==> src/rtl/flash_seq_pkg.sv <==
package flash_seq_pkg;

    localparam int NUM_OPS    = 5;
    localparam int OPI_MASS   = 0;
    localparam int OPI_PAGE   = 1;
    localparam int OPI_PROG   = 2;
    localparam int OPI_REF    = 3;
    localparam int OPI_RECALL = 4;

    localparam int REG_W   = 32;
    localparam int HOLD_W  = 16;
    localparam int ERASE_W = 24;
    localparam int PROG_W  = 16;
    localparam int SHORT_W = 8;
    localparam int RWAIT_W = 6;
    localparam int CNT_W   = ERASE_W;

    typedef logic [NUM_OPS-1:0] op_vec_t;

    typedef enum logic [1:0] {
        PH_IDLE = 2'd0,
        PH_MAIN = 2'd1,
        PH_HOLD = 2'd2
    } phase_e;

    typedef struct packed {
        logic [HOLD_W-1:0]  hold;
        logic [ERASE_W-1:0] erase;
        logic [PROG_W-1:0]  prog;
        logic [SHORT_W-1:0] short_cnt;
        logic [RWAIT_W-1:0] rwait;
    } timing_t;

    typedef struct packed {
        logic [CNT_W-1:0] main_len;
        logic [CNT_W-1:0] hold_len;
        logic             has_hold;
    } plan_t;

    // Field positions are fixed by the register layout.
    function automatic timing_t unpack_timing(input logic [REG_W-1:0] t0,
                                              input logic [REG_W-1:0] t1,
                                              input logic [REG_W-1:0] t2);
        timing_t r;
        r.rwait     = t0[RWAIT_W-1:0];
        r.hold      = t0[16 +: HOLD_W];
        r.erase     = t1[ERASE_W-1:0];
        r.prog      = t2[PROG_W-1:0];
        r.short_cnt = t2[16 +: SHORT_W];
        return r;
    endfunction

    // A zero count still occupies one cycle.
    function automatic logic [CNT_W-1:0] floor_one(input logic [CNT_W-1:0] v);
        return (v == '0) ? CNT_W'(1) : v;
    endfunction

    function automatic plan_t plan_for(input op_vec_t pick, input timing_t t);
        plan_t p;
        p.hold_len = floor_one(CNT_W'(t.hold));
        p.has_hold = 1'b1;
        if (pick[OPI_RECALL]) begin
            p.main_len = floor_one(CNT_W'(t.short_cnt));
            p.has_hold = 1'b0;
        end else if (pick[OPI_PROG]) begin
            p.main_len = floor_one(CNT_W'(t.prog));
        end else begin
            p.main_len = floor_one(CNT_W'(t.erase));
        end
        return p;
    endfunction

endpackage

==> src/rtl/fseq_pick.sv <==
module fseq_pick
    import flash_seq_pkg::*;
#(
    parameter int N = NUM_OPS
) (
    input  logic         wr,
    input  logic [N-1:0] ops,
    input  logic         busy,
    output logic         accept,
    output logic [N-1:0] pick
);
    // Lowest index has priority.
    for (genvar i = 0; i < N; i++) begin : g_prio
        if (i == 0) begin : g_first
            assign pick[i] = ops[i];
        end else begin : g_rest
            assign pick[i] = ops[i] & ~(|ops[i-1:0]);
        end
    end

    assign accept = wr & ~busy & (|ops);
endmodule

==> src/rtl/fseq_timer.sv <==
module fseq_timer
    import flash_seq_pkg::*;
(
    input  logic   clk,
    input  logic   rst,
    input  logic   start,
    input  plan_t  plan,
    output phase_e phase,
    output logic   done
);
    logic [CNT_W-1:0] cnt;
    logic [CNT_W-1:0] hold_q;
    logic             hold_on;

    always_ff @(posedge clk) begin
        if (rst) begin
            phase   <= PH_IDLE;
            cnt     <= '0;
            hold_q  <= '0;
            hold_on <= 1'b0;
            done    <= 1'b0;
        end else begin
            done <= 1'b0;
            case (phase)
                PH_IDLE: begin
                    if (start) begin
                        phase   <= PH_MAIN;
                        cnt     <= plan.main_len - CNT_W'(1);
                        hold_q  <= plan.hold_len;
                        hold_on <= plan.has_hold;
                    end
                end
                PH_MAIN: begin
                    if (cnt == '0) begin
                        if (hold_on) begin
                            phase <= PH_HOLD;
                            cnt   <= hold_q - CNT_W'(1);
                        end else begin
                            phase <= PH_IDLE;
                            done  <= 1'b1;
                        end
                    end else begin
                        cnt <= cnt - CNT_W'(1);
                    end
                end
                PH_HOLD: begin
                    if (cnt == '0) begin
                        phase <= PH_IDLE;
                        done  <= 1'b1;
                    end else begin
                        cnt <= cnt - CNT_W'(1);
                    end
                end
                default: phase <= PH_IDLE;
            endcase
        end
    end
endmodule

==> src/rtl/fseq_strobes.sv <==
module fseq_strobes
    import flash_seq_pkg::*;
#(
    parameter int N = NUM_OPS
) (
    input  phase_e       phase,
    input  logic [N-1:0] op_q,
    input  logic         done,
    output logic [N-1:0] active,
    output logic [N-1:0] clear,
    output logic         main_en,
    output logic         hold_en
);
    logic running;
    assign running = (phase != PH_IDLE);
    assign main_en = (phase == PH_MAIN);
    assign hold_en = (phase == PH_HOLD);

    for (genvar i = 0; i < N; i++) begin : g_bit
        assign active[i] = op_q[i] & running;
        assign clear[i]  = op_q[i] & done;
    end
endmodule

==> src/rtl/flash_op_seq.sv <==
module flash_op_seq
    import flash_seq_pkg::*;
#(
    parameter int ADDR_W     = 20,
    parameter int PAGE_BYTES = 4096,
    localparam int PAGE_SHIFT = $clog2(PAGE_BYTES),
    localparam int PAGE_W     = ADDR_W - PAGE_SHIFT
) (
    input  logic                 clk,
    input  logic                 rst,
    input  logic                 ctl_wr,
    input  logic [NUM_OPS-1:0]   ctl_ops,
    input  logic [REG_W-1:0]     tim0,
    input  logic [REG_W-1:0]     tim1,
    input  logic [REG_W-1:0]     tim2,
    input  logic [ADDR_W-1:0]    addr,
    input  logic                 redun_dis,
    input  logic                 discharged,
    input  logic                 brownout,
    output logic [4:0]           status,
    output logic [NUM_OPS-1:0]   op_active,
    output logic                 main_en,
    output logic                 hold_en,
    output logic [NUM_OPS-1:0]   op_clear,
    output logic [PAGE_W-1:0]    page_idx,
    output logic [RWAIT_W-1:0]   read_wait
);
    timing_t tm;
    plan_t   plan;
    op_vec_t pick;
    op_vec_t op_q;
    logic    accept;
    logic    busy;
    logic    done;
    phase_e  phase;
    logic [PAGE_W-1:0] page_q;

    assign tm        = unpack_timing(tim0, tim1, tim2);
    assign plan      = plan_for(pick, tm);
    assign busy      = (phase != PH_IDLE);
    assign read_wait = tm.rwait;

    fseq_pick #(.N(NUM_OPS)) i_pick (
        .wr     (ctl_wr),
        .ops    (ctl_ops),
        .busy   (busy),
        .accept (accept),
        .pick   (pick)
    );

    fseq_timer i_timer (
        .clk   (clk),
        .rst   (rst),
        .start (accept),
        .plan  (plan),
        .phase (phase),
        .done  (done)
    );

    always_ff @(posedge clk) begin
        if (rst) begin
            op_q   <= '0;
            page_q <= '0;
        end else if (accept) begin
            op_q   <= pick;
            page_q <= addr[ADDR_W-1:PAGE_SHIFT];
        end
    end

    fseq_strobes #(.N(NUM_OPS)) i_strobes (
        .phase   (phase),
        .op_q    (op_q),
        .done    (done),
        .active  (op_active),
        .clear   (op_clear),
        .main_en (main_en),
        .hold_en (hold_en)
    );

    assign page_idx = page_q;
    assign status   = {brownout, discharged, redun_dis, 1'b0, busy};

    logic unused_bits;
    assign unused_bits = ^{tim0[15:RWAIT_W], tim1[REG_W-1:ERASE_W],
                           tim2[REG_W-1:24], addr[PAGE_SHIFT-1:0]};
endmodule

==> config.mk <==
export PLATFORM = sky130hd
export DESIGN_NAME = flash_op_seq
export DESIGN_NICKNAME = d
export VERILOG_FILES = /design/src/rtl/flash_seq_pkg.sv /design/src/rtl/fseq_pick.sv /design/src/rtl/fseq_timer.sv /design/src/rtl/fseq_strobes.sv /design/src/rtl/flash_op_seq.sv
export SDC_FILE = /design/constraint.sdc
export NUM_CORES = 1
export LEC_CHECK = 0
export BUFFER_PORTS_ARGS = -buffer_cell sky130_fd_sc_hd__clkbuf_2
export CORE_MARGIN = 8
export CORE_UTILIZATION = 50
export DETAILED_ROUTE_END_ITERATION = 10
export PLACE_DENSITY = 0.79
export SYNTH_ARGS = -nofsm -noshare
export SYNTH_HDL_FRONTEND = slang
export SYNTH_HIERARCHICAL = 1
export SYNTH_SLANG_ARGS = --single-unit
==> constraint.sdc <==
create_clock -name clk -period 3.9 [get_ports clk]
set_input_delay 0.39 -clock clk [delete_from_list [all_inputs] [get_ports clk]]
set_output_delay 0.39 -clock clk [all_outputs]
set_load 0.005 [all_outputs]
Yosys cells after proc, flatten, opt, wreduce, memory -nomap -nowiden
Index checks and enable logic that the tools add are counted.

word-level totals
  input port bits = 127
  flip-flop bits (word level) = 65
  output and inout port bits = 31
  word-level logic and storage cells = 74

operators by class
  eq/ne operators = 7
  reduce and logical (&&, ||, !) cells = 15
  multiplexer cells = 21
  $add $sub $neg = 3
  bitwise logic cells = 21

operators by type and width
  cell                   number
  $mux 24                7
  $pmux 24 s3            1
  $sub 24x1->24 const B  3
  $logic_not 24->1       2
  $logic_not 16->1       2
  $mux 16                2
  $and 1x1->1            16
  $logic_not 8->1        1
  $mux 2                 4
  $mux 8                 1
  $pmux 2 s3             1
  $not 1->1              5
  $reduce_or 5->1        1
  $mux 1                 4
  $ne 2x1->1 const B     2
  $ne 2x2->1 const B     2
  $reduce_and 4->1       1
  $reduce_or 4->1        1
  $ne 3x2->1 const B     1
  $reduce_and 3->1       1
  $reduce_bool 3->1      1
  $reduce_or 3->1        1
  $eq 2x1->1 const B     1
  $eq 2x2->1 const B     1
  other kinds (5)        5

Longest topological paths before layout
  word-level depth = 8
  gate-level depth with buffers = 15
  gate-level depth less buffers = 14

Modules after synthesis
Netlist, hierarchy kept.

modules (own cells, without submodules)
  module        cells an instance  area each (um2)  instances  sequential area each (um2)
  fseq_timer    498                3,687.3          1          1,041.0
  flash_op_seq  139                1,069.8          1          260.2
  fseq_strobes  12                 81.3             1          0.0
  fseq_pick     9                  61.3             1          0.0

Least setup slack after synthesis
OpenSTA, ideal clock, no wires.

  path kind = input -> register
  from = input port ctl_ops[1]
  to = register i_timer.cnt[16]
  library setup time = 119 ps
  data required time = 3,781 ps
  stages on the path = 12
  data arrival time = 3,390 ps
  slack = 391 ps
  buffers on the path = 1
  cell sequence = or3_4 nor3b_1 buf_2 nor2_1 a222oi_1 inv_1 or4_1 nor4_1 nand2_1 xor2_1 o21ai_0 o221a_2

RTL lines
  what                    line                RTL
  start: declaration      flash_op_seq.sv:12  input logic [NUM_OPS-1:0] ctl_ops,
  end signal: assignment  fseq_timer.sv:28    cnt <= plan.main_len - CNT_W'(1);
  end signal: assignment  fseq_timer.sv:37    cnt <= hold_q - CNT_W'(1);
  end signal: assignment  fseq_timer.sv:43    cnt <= cnt - CNT_W'(1);
  end: declaration        fseq_timer.sv:11    logic [CNT_W-1:0] cnt;

==> reports/qor.csv <==
stage;metric;value;unit
outcome;status;finished clean;
clock_network;hold_buffers;0;
clock_network;cts_buffers;9;
sta;min_period_over_period;86.9;%
worst_hold_path;min_from;tim0[28];
sta;clock_skew;11.9;ps
clock_network;cts_root_buf;clkbuf_8;
die;coreArea;9640;µm²
synthesis;synth_warnings;6;
worst_hold_path;hold_path_depth;3;
synthesis;synth-edff-count;0;
power;finalPower;2.34;mW
critical_path;reg2reg_slack;600;ps
final_layout;layout_common_cells;clkbuf_2, nand2_1, dfxtp_1;
power;max-vdd-ir-drop;221;µV
sta;hold_viol;0;
global_routing;grt-ovfl-total;0;
place;gp_congestion;0.933;
sta;fin_crit;3390;ps
clock_network;clk_path_buf_depth;2;
final_layout;nets;860;
synthesis;yosys.area_share.simple;29.1;%
die;rows;36;
clock_network;post_cts_buffers;0;
die;die_h;115;µm
clock_network;clk_pin_slew_worst_paths;80;ps
power;p_sw;899;µW
routing;vias;5165;
final_layout;drive_gt1_share;19.7;%
power;power.leakage;2.30;nW
critical_path;cp_max_fo;15;
place;portBuffers;100;
global_routing;grt_max_degree;57;
critical_path;start_kind;input port;
sta;max_slew.worst_pin.slew;881;ps
synthesis;synth-adder-area-share;1.79;%
synthesis;synth_top_family_by_area;simple AND/OR/NAND/NOR gates;
critical_path;crit_arrival;3620;ps
synthesis;synth_cells;658;
synthesis;synth-async-reset-ratio;0;%
clock_network;clock_latency;350;ps
critical_path;r2r-start;i_timer/phase[1];
sta;slew_violations;0;
clock_network;cts_resized;0;
synthesis;yosysSeqAreaShare;26.6;%
power;comb_power_share;36.3;%
routing;firstDrtPassIters;7;
final_layout;diodes;0;
global_routing;grt_pass1_vias;5175;
worst_hold_path;hp-class;input port to register;
synthesis;ys.flop_type;dfxtp_1;
sta;setup_viol;0;
synthesis;avgSynthCellArea;7.45;µm²
routing;first_iter_violations;430;
clock_network;clock_sinks;65;
die;dieWidth;115;µm
power;power_frac_seq;35.3;%
synthesis;synth_xor_area_share;8.94;%
final_layout;areaGrowthSynthToFinish;14.5;%
synthesis;muxShareOfSynthArea;4.90;%
critical_path;regToRegEndpoint;i_timer/cnt[14];
critical_path;end_kind;register;
sta;max_slew_margin;40.8;%
sta;tns;0;ps
worst_hold_path;hold_end;i_timer/hold_q[12];
routing;ant_nets;0;
critical_path;crit_type;input port to register;
synthesis;ys_seq_elements;65;
power;p_int;1.44;mW
routing;via_per_inst;5.98;
routing;drt-total-wl;14.7;mm
synthesis;synth_compound_area_share;20.3;%
power;switching_share;38.4;%
clock_network;cts_tree;done;
sta;rsz0062_at_grt;no;
power;clockPowerShare;28.4;%
global_routing;grt_pass1_wl;24.0;mm
critical_path;reg2reg_depth;7;
critical_path;cp.required;4130;ps
sta;fmax;0.295;GHz
final_layout;final_common_cell;clkbuf_2;
run;drv_cap;0;
global_routing;grt_util_all_layers;22.4;%
global_routing;antenna_found_initial;0;
die;ioPinCount;158;
synthesis;ys_types;65;
routing;detail_route.wl_per_cell;17.1;µm
power;p_per_area;417;nW/µm²
synthesis;syn_area;4900;µm²
die;initial_core_util;50.8;%
die;die-area;13200;µm²
routing;drcViolationCount;0;
clock_network;cts_htree_levels;3;
place;dp.final_hpwl;11.4;mm
through the flow:
step / hold slack (ps) / cell area (µm²) / util (%) / setup slack (ps) / instances
detailed placement: 457 / 5380 / 55.8 / 131 / 848
global placement: 446 / 5380 / 55.8 / 220 / 848
finish: 265 / 5610 / 58.2 / 511 / 864
global route: 256 / 5610 / 58.2 / 183 / 864
CTS: 253 / 5610 / 58.2 / 496 / 864
floorplan: 436 / 4930 / - / 391 / 666
logic make-up after synthesis:
kind of cell    Yosys count
flops                    65
buf+inv                  90
compound gates          144
xor+xnor                 50
simple gates            277
fa+ha+maj                 7
other cells               1
mux                      24
worst max path at each step:
stage	start	to	slack (ps)	cells after the start
floorplan	ctl_ops[1]	i_timer/cnt[16]	390	12
global placement	ctl_ops[1]	i_timer/cnt[16]	220	13
detailed placement	ctl_ops[1]	i_timer/cnt[16]	130	13
CTS	ctl_ops[1]	i_timer/cnt[16]	500	13
global route	ctl_ops[1]	i_timer/cnt[22]	180	13
finish	ctl_ops[1]	i_timer/cnt[16]	510	13
registers in the layout, summed over array words and instances (netlist names):
signal / flops
i_timer/cnt: 24
i_timer/hold_q: 24
page_idx: 8
op_q: 5
i_timer/phase: 2
i_timer/done: 1
i_timer/hold_on: 1
power by group through the flow:
stage	registers (mW)	logic, mW	clock network [mW]
3_5_place_dp	0.838	0.832	0
6_report	0.827	0.849	0.665
3_3_place_gp	0.833	0.817	0
2_1_floorplan	0.813	0.647	0
4_1_cts	0.823	0.836	0.676
5_1_grt	0.837	0.940	0.714
layout make-up:
| cell class | instances | area, µm² |
|---|---|---|
| fill | 935 | 4030 |
| clock inverter | 6 | 90.1 |
| inverter | 29 | 109 |
| timing repair buffer | 110 | 576 |
| multi-input combinational | 511 | 3230 |
| clock buffer | 10 | 138 |
| tap | 133 | 166 |
| sequential | 65 | 1300 |
cell usage after synthesis, types with 14 or more instances:
master     n  area (µm²)
clkbuf_1  38         143
xnor2_1   26         228
nand3_1   15        75.1
nor4_1    28         175
nor3_1    19        95.1
nor2_1    64         240
nand2_1   74         278
and2_1    14        87.6
or4_1     19         143
mux2i_1   24         240
xor2_1    24         210
a21oi_1   39         195
dfxtp_1   65        1300
o21ai_0   25         125
inv_1     28         105
worst max-delay path: stages:
cell and delay (ps):
clkbuf_2 100, or3_4 400, nor3b_2 270, nor2_1 260
a222oi_1 370, inv_1 160, or4_1 550, nor4_1 310
buf_4 200, nand2_1 60, xor2_1 150, o21ai_0 110
o221a_2 300
layer usage:
metal / vias up / track usage [%] / part of all wire [%]
li1: 2504 / - / -
met4: 0 / 7.44 / 1.6
met1: 2468 / 26.6 / 42
met5: - / 0 / 0
met2: 176 / 39.2 / 51
met3: 17 / 4.83 / 5.9
(Power assumes the default switching activity.)
